## src/rtl/dsync_pkg.sv

```systemverilog
package dsync_pkg;
  typedef enum logic {HUNT = 1'b0, COLLECT = 1'b1} frameState_t;

  typedef struct packed {
    logic emitWord;
    logic syncHit;
  } dsyncCtl_t;
endpackage

```

## src/rtl/dsync_datapath.sv

```systemverilog
module dsync_datapath
  import dsync_pkg::*;
#(
  parameter int WORD_W    = 16,
  parameter int CELL_FAST = 200,
  parameter int CELL_SLOW = 400
) (
  input  logic              clk,
  input  logic              rstN,
  input  logic              readEn,
  input  logic              fastCell,
  input  logic              rdBit,
  input  logic [WORD_W-1:0] syncPattern,
  input  dsyncCtl_t         ctl,
  output logic              bitTick,
  output logic              windowHit,
  output logic              wordValid,
  output logic [WORD_W-1:0] wordOut,
  output logic              syncFound
);
  localparam int CELL_W = $clog2(CELL_SLOW + 1);
  localparam logic [CELL_W-1:0] FAST_LAST = CELL_W'(CELL_FAST - 1);
  localparam logic [CELL_W-1:0] SLOW_LAST = CELL_W'(CELL_SLOW - 1);

  logic [CELL_W-1:0] cellCnt;
  logic [CELL_W-1:0] cellLast;
  logic [WORD_W-1:0] shiftReg;
  logic [WORD_W-1:0] nextShift;

  assign cellLast  = fastCell ? FAST_LAST : SLOW_LAST;
  assign bitTick   = readEn && (cellCnt >= cellLast);
  assign nextShift = {shiftReg[WORD_W-2:0], rdBit};
  assign windowHit = (nextShift == syncPattern);

  always_ff @(posedge clk) begin
    if (!rstN || !readEn) begin
      cellCnt <= '0;
    end else if (bitTick) begin
      cellCnt <= '0;
    end else begin
      cellCnt <= cellCnt + 1'b1;
    end
  end

  always_ff @(posedge clk) begin
    if (!rstN || !readEn) begin
      shiftReg <= '0;
    end else if (bitTick) begin
      shiftReg <= nextShift;
    end
  end

  always_ff @(posedge clk) begin
    if (!rstN) begin
      wordValid <= 1'b0;
      syncFound <= 1'b0;
      wordOut   <= '0;
    end else begin
      wordValid <= ctl.emitWord;
      syncFound <= ctl.syncHit;
      if (ctl.emitWord) wordOut <= nextShift;
    end
  end

  assert_cell_bound_R2: assert property (@(posedge clk) disable iff (!rstN)
    cellCnt < CELL_W'(CELL_SLOW));

  assert_tick_spacing_R2: assert property (@(posedge clk) disable iff (!rstN)
    bitTick |=> !bitTick);
endmodule

```

## src/rtl/dsync_control.sv

```systemverilog
module dsync_control
  import dsync_pkg::*;
#(
  parameter int WORD_W = 16
) (
  input  logic      clk,
  input  logic      rstN,
  input  logic      readEn,
  input  logic      patSyncEn,
  input  logic      leadOneEn,
  input  logic      bitTick,
  input  logic      rdBit,
  input  logic      windowHit,
  output dsyncCtl_t ctl
);
  localparam int CNT_W = $clog2(WORD_W);
  localparam logic [CNT_W-1:0] LAST_BIT = CNT_W'(WORD_W - 1);

  frameState_t state, stateNext;
  logic [CNT_W-1:0] bitCnt, bitCntNext;
  logic [CNT_W-1:0] fillCnt;
  logic windowFull;
  logic patHit;

  assign windowFull = (fillCnt == LAST_BIT);
  assign patHit     = windowHit && windowFull;

  always_comb begin
    stateNext    = state;
    bitCntNext   = bitCnt;
    ctl.emitWord = 1'b0;
    ctl.syncHit  = 1'b0;
    if (bitTick) begin
      if (patSyncEn) begin
        if (state == HUNT) begin
          if (patHit) begin
            ctl.syncHit = 1'b1;
            stateNext   = COLLECT;
            bitCntNext  = '0;
          end
        end else begin
          ctl.syncHit  = patHit;
          ctl.emitWord = (bitCnt == LAST_BIT);
          bitCntNext   = (bitCnt == LAST_BIT) ? '0 : bitCnt + 1'b1;
        end
      end else if (leadOneEn) begin
        if (state == HUNT) begin
          if (rdBit) begin
            stateNext  = COLLECT;
            bitCntNext = CNT_W'(1);
          end
        end else if (bitCnt == LAST_BIT) begin
          ctl.emitWord = 1'b1;
          stateNext    = HUNT;
          bitCntNext   = '0;
        end else begin
          bitCntNext = bitCnt + 1'b1;
        end
      end else begin
        ctl.emitWord = (bitCnt == LAST_BIT);
        bitCntNext   = (bitCnt == LAST_BIT) ? '0 : bitCnt + 1'b1;
      end
    end
  end

  always_ff @(posedge clk) begin
    if (!rstN || !readEn) begin
      state   <= HUNT;
      bitCnt  <= '0;
      fillCnt <= '0;
    end else begin
      state  <= stateNext;
      bitCnt <= bitCntNext;
      if (bitTick && !windowFull) fillCnt <= fillCnt + 1'b1;
    end
  end

  assert_hunt_no_word_R4: assert property (@(posedge clk) disable iff (!rstN)
    (state == HUNT && patSyncEn) |-> !ctl.emitWord);

  assert_strobe_on_tick_R2: assert property (@(posedge clk) disable iff (!rstN)
    (ctl.emitWord || ctl.syncHit) |-> bitTick);
endmodule

```

## src/rtl/dsync_top.sv

```systemverilog
module dsync_top
  import dsync_pkg::*;
#(
  parameter int WORD_W    = 16,
  parameter int CELL_FAST = 200,
  parameter int CELL_SLOW = 400
) (
  input  logic              clk,
  input  logic              rstN,
  input  logic              readEn,
  input  logic              fastCell,
  input  logic              patSyncEn,
  input  logic              leadOneEn,
  input  logic [WORD_W-1:0] syncPattern,
  input  logic              rdBit,
  output logic              wordValid,
  output logic [WORD_W-1:0] wordOut,
  output logic              syncFound
);
  dsyncCtl_t ctl;
  logic bitTick;
  logic windowHit;

  dsync_datapath #(.WORD_W(WORD_W), .CELL_FAST(CELL_FAST), .CELL_SLOW(CELL_SLOW)) uData (
    .clk(clk), .rstN(rstN), .readEn(readEn), .fastCell(fastCell), .rdBit(rdBit),
    .syncPattern(syncPattern), .ctl(ctl), .bitTick(bitTick), .windowHit(windowHit),
    .wordValid(wordValid), .wordOut(wordOut), .syncFound(syncFound)
  );

  dsync_control #(.WORD_W(WORD_W)) uCtl (
    .clk(clk), .rstN(rstN), .readEn(readEn), .patSyncEn(patSyncEn),
    .leadOneEn(leadOneEn), .bitTick(bitTick), .rdBit(rdBit),
    .windowHit(windowHit), .ctl(ctl)
  );

  assert_word_pulse_R10: assert property (@(posedge clk) disable iff (!rstN)
    wordValid |=> !wordValid);

  assert_sync_needs_mode_R6: assert property (@(posedge clk) disable iff (!rstN)
    syncFound |-> $past(patSyncEn));

  assert_idle_quiet_R9: assert property (@(posedge clk) disable iff (!rstN)
    !readEn |=> (!wordValid && !syncFound));

  assert_lead_one_msb_R7: assert property (@(posedge clk) disable iff (!rstN)
    (wordValid && $past(leadOneEn && !patSyncEn)) |-> wordOut[WORD_W-1]);
endmodule

```

## config.mk

```make
export PLATFORM = sky130hd
export DESIGN_NAME = dsync_top
export DESIGN_NICKNAME = d
export VERILOG_FILES = /design/src/rtl/dsync_pkg.sv /design/src/rtl/dsync_datapath.sv /design/src/rtl/dsync_control.sv /design/src/rtl/dsync_top.sv
export SDC_FILE = /design/constraint.sdc
export NUM_CORES = 1
export LEC_CHECK = 0
export ABC_AREA = 1
export ABC_CLOCK_PERIOD_IN_PS = 2200
export CORE_MARGIN = 2
export CORE_UTILIZATION = 40
export DETAILED_ROUTE_END_ITERATION = 8
export GPL_ROUTABILITY_DRIVEN = 0
export GPL_TIMING_DRIVEN = 0
export PLACE_DENSITY = 0.62
export SLEW_MARGIN = 10
export SYNTH_ARGS = -nofsm -noshare
export SYNTH_HDL_FRONTEND = slang
export SYNTH_SLANG_ARGS = --single-unit
```

## constraint.sdc

```tcl
create_clock -name clk -period 2.2 [get_ports clk]
set_input_delay 0.55 -clock clk [delete_from_list [all_inputs] [get_ports clk]]
set_output_delay 0.55 -clock clk [all_outputs]
set_load 0.01 [all_outputs]
```

==> metrics.md <==
| Metric | Value |
|---|---|
| Multi-input logic area | `0.00128 mm²` |
| Final Hold Viols | `0` |
| Cells on Worst Hold Path | `2` |
| Hold Crit Class | `flop to flop` |
| Initial antenna violation count | `0` |
| Routed Antenna Nets | `0` |
| Prevailing post-synth register cell | `dfxtp_1` |
| Share of layout cells above drive strength 1 | `6.12%` |
| PortBufs | `40` |
| Switching Fraction | `roughly 23%` |
| CTS max path bufs | `2` |
| DRT Wirelength | `5620 µm` |
| DRT Pass-1 Iters | `4` |
| Post-synth EDFFs | `0` |
| Psw | `~0.37 mW` |
| # IOs | `41` |
| WL/cell | `between 10 and 15 µm` |
| Worst setup SP type | `input pin` |
| Core area | `~0.0063 mm²` |
| Clk slew on worst S/H paths | `90 ps` |
| CTS tree | `built` |
| PD cells | `502 mW/mm²` |
| WP data arrival | `2250 ps` |
| Number of global-route vias before repair | `roughly 2300` |
| Clock power share | `approximately a third` |
| Crit. End Element | `flop` |
| Vias per inst | `between 4 and 5` |
| Clock Skews | `5.17 ps` |
| Asr flop ratio synth | `0%` |
| CTS H-tree lvls | `2` |
| Via count | `about 2400` |
| Status | `completed` |
| Syn nets | `around 400` |
| Largest net degree at the start of global routing | `16` |
| Sequential element share of the synthesized area | `between 30% and 40%` |
| Fmax | `slightly below 0.5 GHz` |
| Worst Tran Pin Value | `569 ps` |
| CP max FO | `9` |
| FF/Latch Area | `roughly 0.0010 mm²` |
| Global route total overflow | `0` |
| Synth area leaders | `dfxtp_1 40%, nand2_1 13%, inv_1 7.9%` |
| Fin. max-slew vios | `0` |
| Worst Hold Slack | `between 400 and 500 ps` |
| Yosys top cell by area | `dfxtp_1` |
| Ys Warns | `0` |
| Synth unique cells | `31` |
| Peak VDD IR | `just under 0.3 mV` |
| Final core utilization | `between 50% and 60%` |
| Area growth syn-to-layout | `25.0%` |
| CP max stage cell | `ha_1` |
| FILL cells | `~660` |
| Pwr Total | `between 1.5 and 2 mW` |
| Most frequent cell after synthesis | `nand2_1` |
| Crit Path Class | `input pin to flop` |
| Number of diodes | `0` |
| TritonCTS buffer count | `5` |
| All-Layer GR Usage | `approximately 17%` |
| Worst endpoint required time | `between 2000 and 2500 ps` |
| Mapped Cells | `between 300 and 400` |
| Cell Area, Synth | `about 0.0026 mm²` |
| CP Cell Sequence | `dlygate4sd2_1, inv_1, ha_1, nand2_1, inv_1, nor2_1, o21bai_1, nor2_2, nand2_4, nand2_8, nor2_8, nand2_8, buf_6, nand2_1, a21oi_1` |
| Comb pwr share | `under 10%` |
| P_leak | `1.33 nW` |
| DIE AREA | `about 0.0070 mm²` |
| CP max stage delay | `between 200 and 300 ps` |
| #FFs+latches synth | `51` |
| Syn Area/Cell | `roughly 7 µm²` |
| Nets | `453` |
| Initial Utilization | `roughly two fifths` |
| Worst-case reg-to-reg path depth | `13` |
| Reg power frac | `a little under 60%` |
| CTS sink cnt | `between 50 and 60` |
| Maximum Capacitance Violations | `0` |
| Post-route DRC | `0` |
| Fin crit share | `a little over nine tenths` |
| Violation count after the first detailed-route iteration | `86` |
| Top-area cell type share of the netlist area | `approximately two fifths` |
| Internal Power | `around 1.2 mW` |
| Most frequent cells after synthesis | `90 x nand2_1, 54 x inv_1, 51 x dfxtp_1` |
| RSZ-0062 raised after global routing | `false` |
| DIE HEIGHT | `about 84 µm` |
| First-pass GRT wire length | `9850 µm` |
| Detailed placement HPWL | `roughly 4200 µm` |
| Setup violators final | `0` |
| Row count | `29` |
| Root Driver | `clkbuf_8` |
| Min cycle time layout | `about 2100 ps` |
| Max transition margin | `about 62%` |
| Die Wd | `roughly 84 µm` |
| Worst-Skew Late Latency | `roughly 300 ps` |
[placed cells by master, fill, tap and decap left out, types with 6 or more instances in the layout]
cell	instances
dfxtp_1	51
a21oi_1	40
nand3_1	27
nand4_1	8
ha_1	6
nand2_1	90
inv_1	54
o21ai_0	20
clkdlybuf4s50_1	39
nor2_1	39
clkbuf_8	6
[power groups by stage]
| stage | logic, mW | clock network [mW] | registers [mW] |
|---|---|---|---|
| 2_1_floorplan | 0.0532 | 0 | 0.947 |
| 3_3_place_gp | 0.116 | 0 | 0.947 |
| 3_5_place_dp | 0.116 | 0 | 0.947 |
| 4_1_cts | 0.116 | 0.590 | 0.926 |
| 5_1_grt | 0.130 | 0.626 | 0.926 |
| 6_report | 0.115 | 0.564 | 0.926 |
[flip-flops by register name, indices dropped and copies added, names as in the netlist]
name,cells
uData.shiftReg,15
uCtl.fillCnt,4
uData.wordOut,16
uData.syncFound,1
uCtl.state,1
uData.cellCnt,9
uCtl.bitCnt,4
uData.wordValid,1
[worst paths after layout]
path | from | endpoint | slack (ps)
setup reg to reg | uData.cellCnt[6] | uData.wordOut[7] | 300
setup / recovery | fastCell | uData.wordOut[7] | 130
hold reg to reg | uData.wordOut[5] | uData.wordOut[5] | 460
hold / removal | uData.wordOut[5] | uData.wordOut[5] | 460
[per-stage QoR]
step | worst slack, ps | setup TNS [ps] | cell area [µm²] | instances
floorplan | 248 | 0 | 2550 | 373
global placement | -540 | -19410 | 3050 | 490
detailed placement | -571 | -20610 | 3050 | 490
CTS | 67.4 | 0 | 3190 | 503
global route | 6.66 | 0 | 3190 | 502
finish | 131 | 0 | 3190 | 502
[cell families (layout without fill, tap and decap cells)]
group	after synthesis	in the layout	synth area share, %
and+or+nand+nor	181	181	31.8
AOI/OAI and AO/OA	66	66	13.5
buffers and inverters	65	117	10.3
DFF	51	51	40.0
adders and majority gates	6	6	2.94
xor gates and xnor gates	4	4	1.37
[critical path, delay by kind of cell]
family	cells	cell delay, ps
adders and majority gates	1	290
buffers and inverters	4	500
AOI/OAI and AO/OA	2	240
and+or+nand+nor	8	660
[repair_timing]
| item | CTS | global route |
|---|---|---|
| hold buffers | 0 | 0 |
| pin swaps | 3 | 2 |
| setup endpoints to repair | 42 | 26 |
| gates resized for setup | 4 | 1 |
| gates cloned | 1 | 0 |
| buffers inserted | 4 | 0 |
[per-layer routing]
layer | vias up | routed length [µm] | share of wire (%) | global-route usage [%]
li1 | 1295 | - | - | -
met1 | 1058 | 2920 | 52 | 23.8
met2 | 50 | 2400 | 43 | 26.2
met3 | 5 | 229 | 4.1 | 2.67
met4 | 0 | 66 | 1.2 | 6.01
met5 | - | 0 | 0 | 0
[area by class of cell]
type | instances | share of cell area (%)
Inverter | 57 | 6.78
Multi-Input combinational cell | 257 | 40.1
Clock buffer | 7 | 2.70
Timing Repair Buffer | 45 | 13.8
Tap cell | 77 | 3.02
Buffer | 7 | 1.37
Sequential cell | 51 | 32.0
Clock inverter | 1 | 0.274
Power figures use the tool's default switching activity.
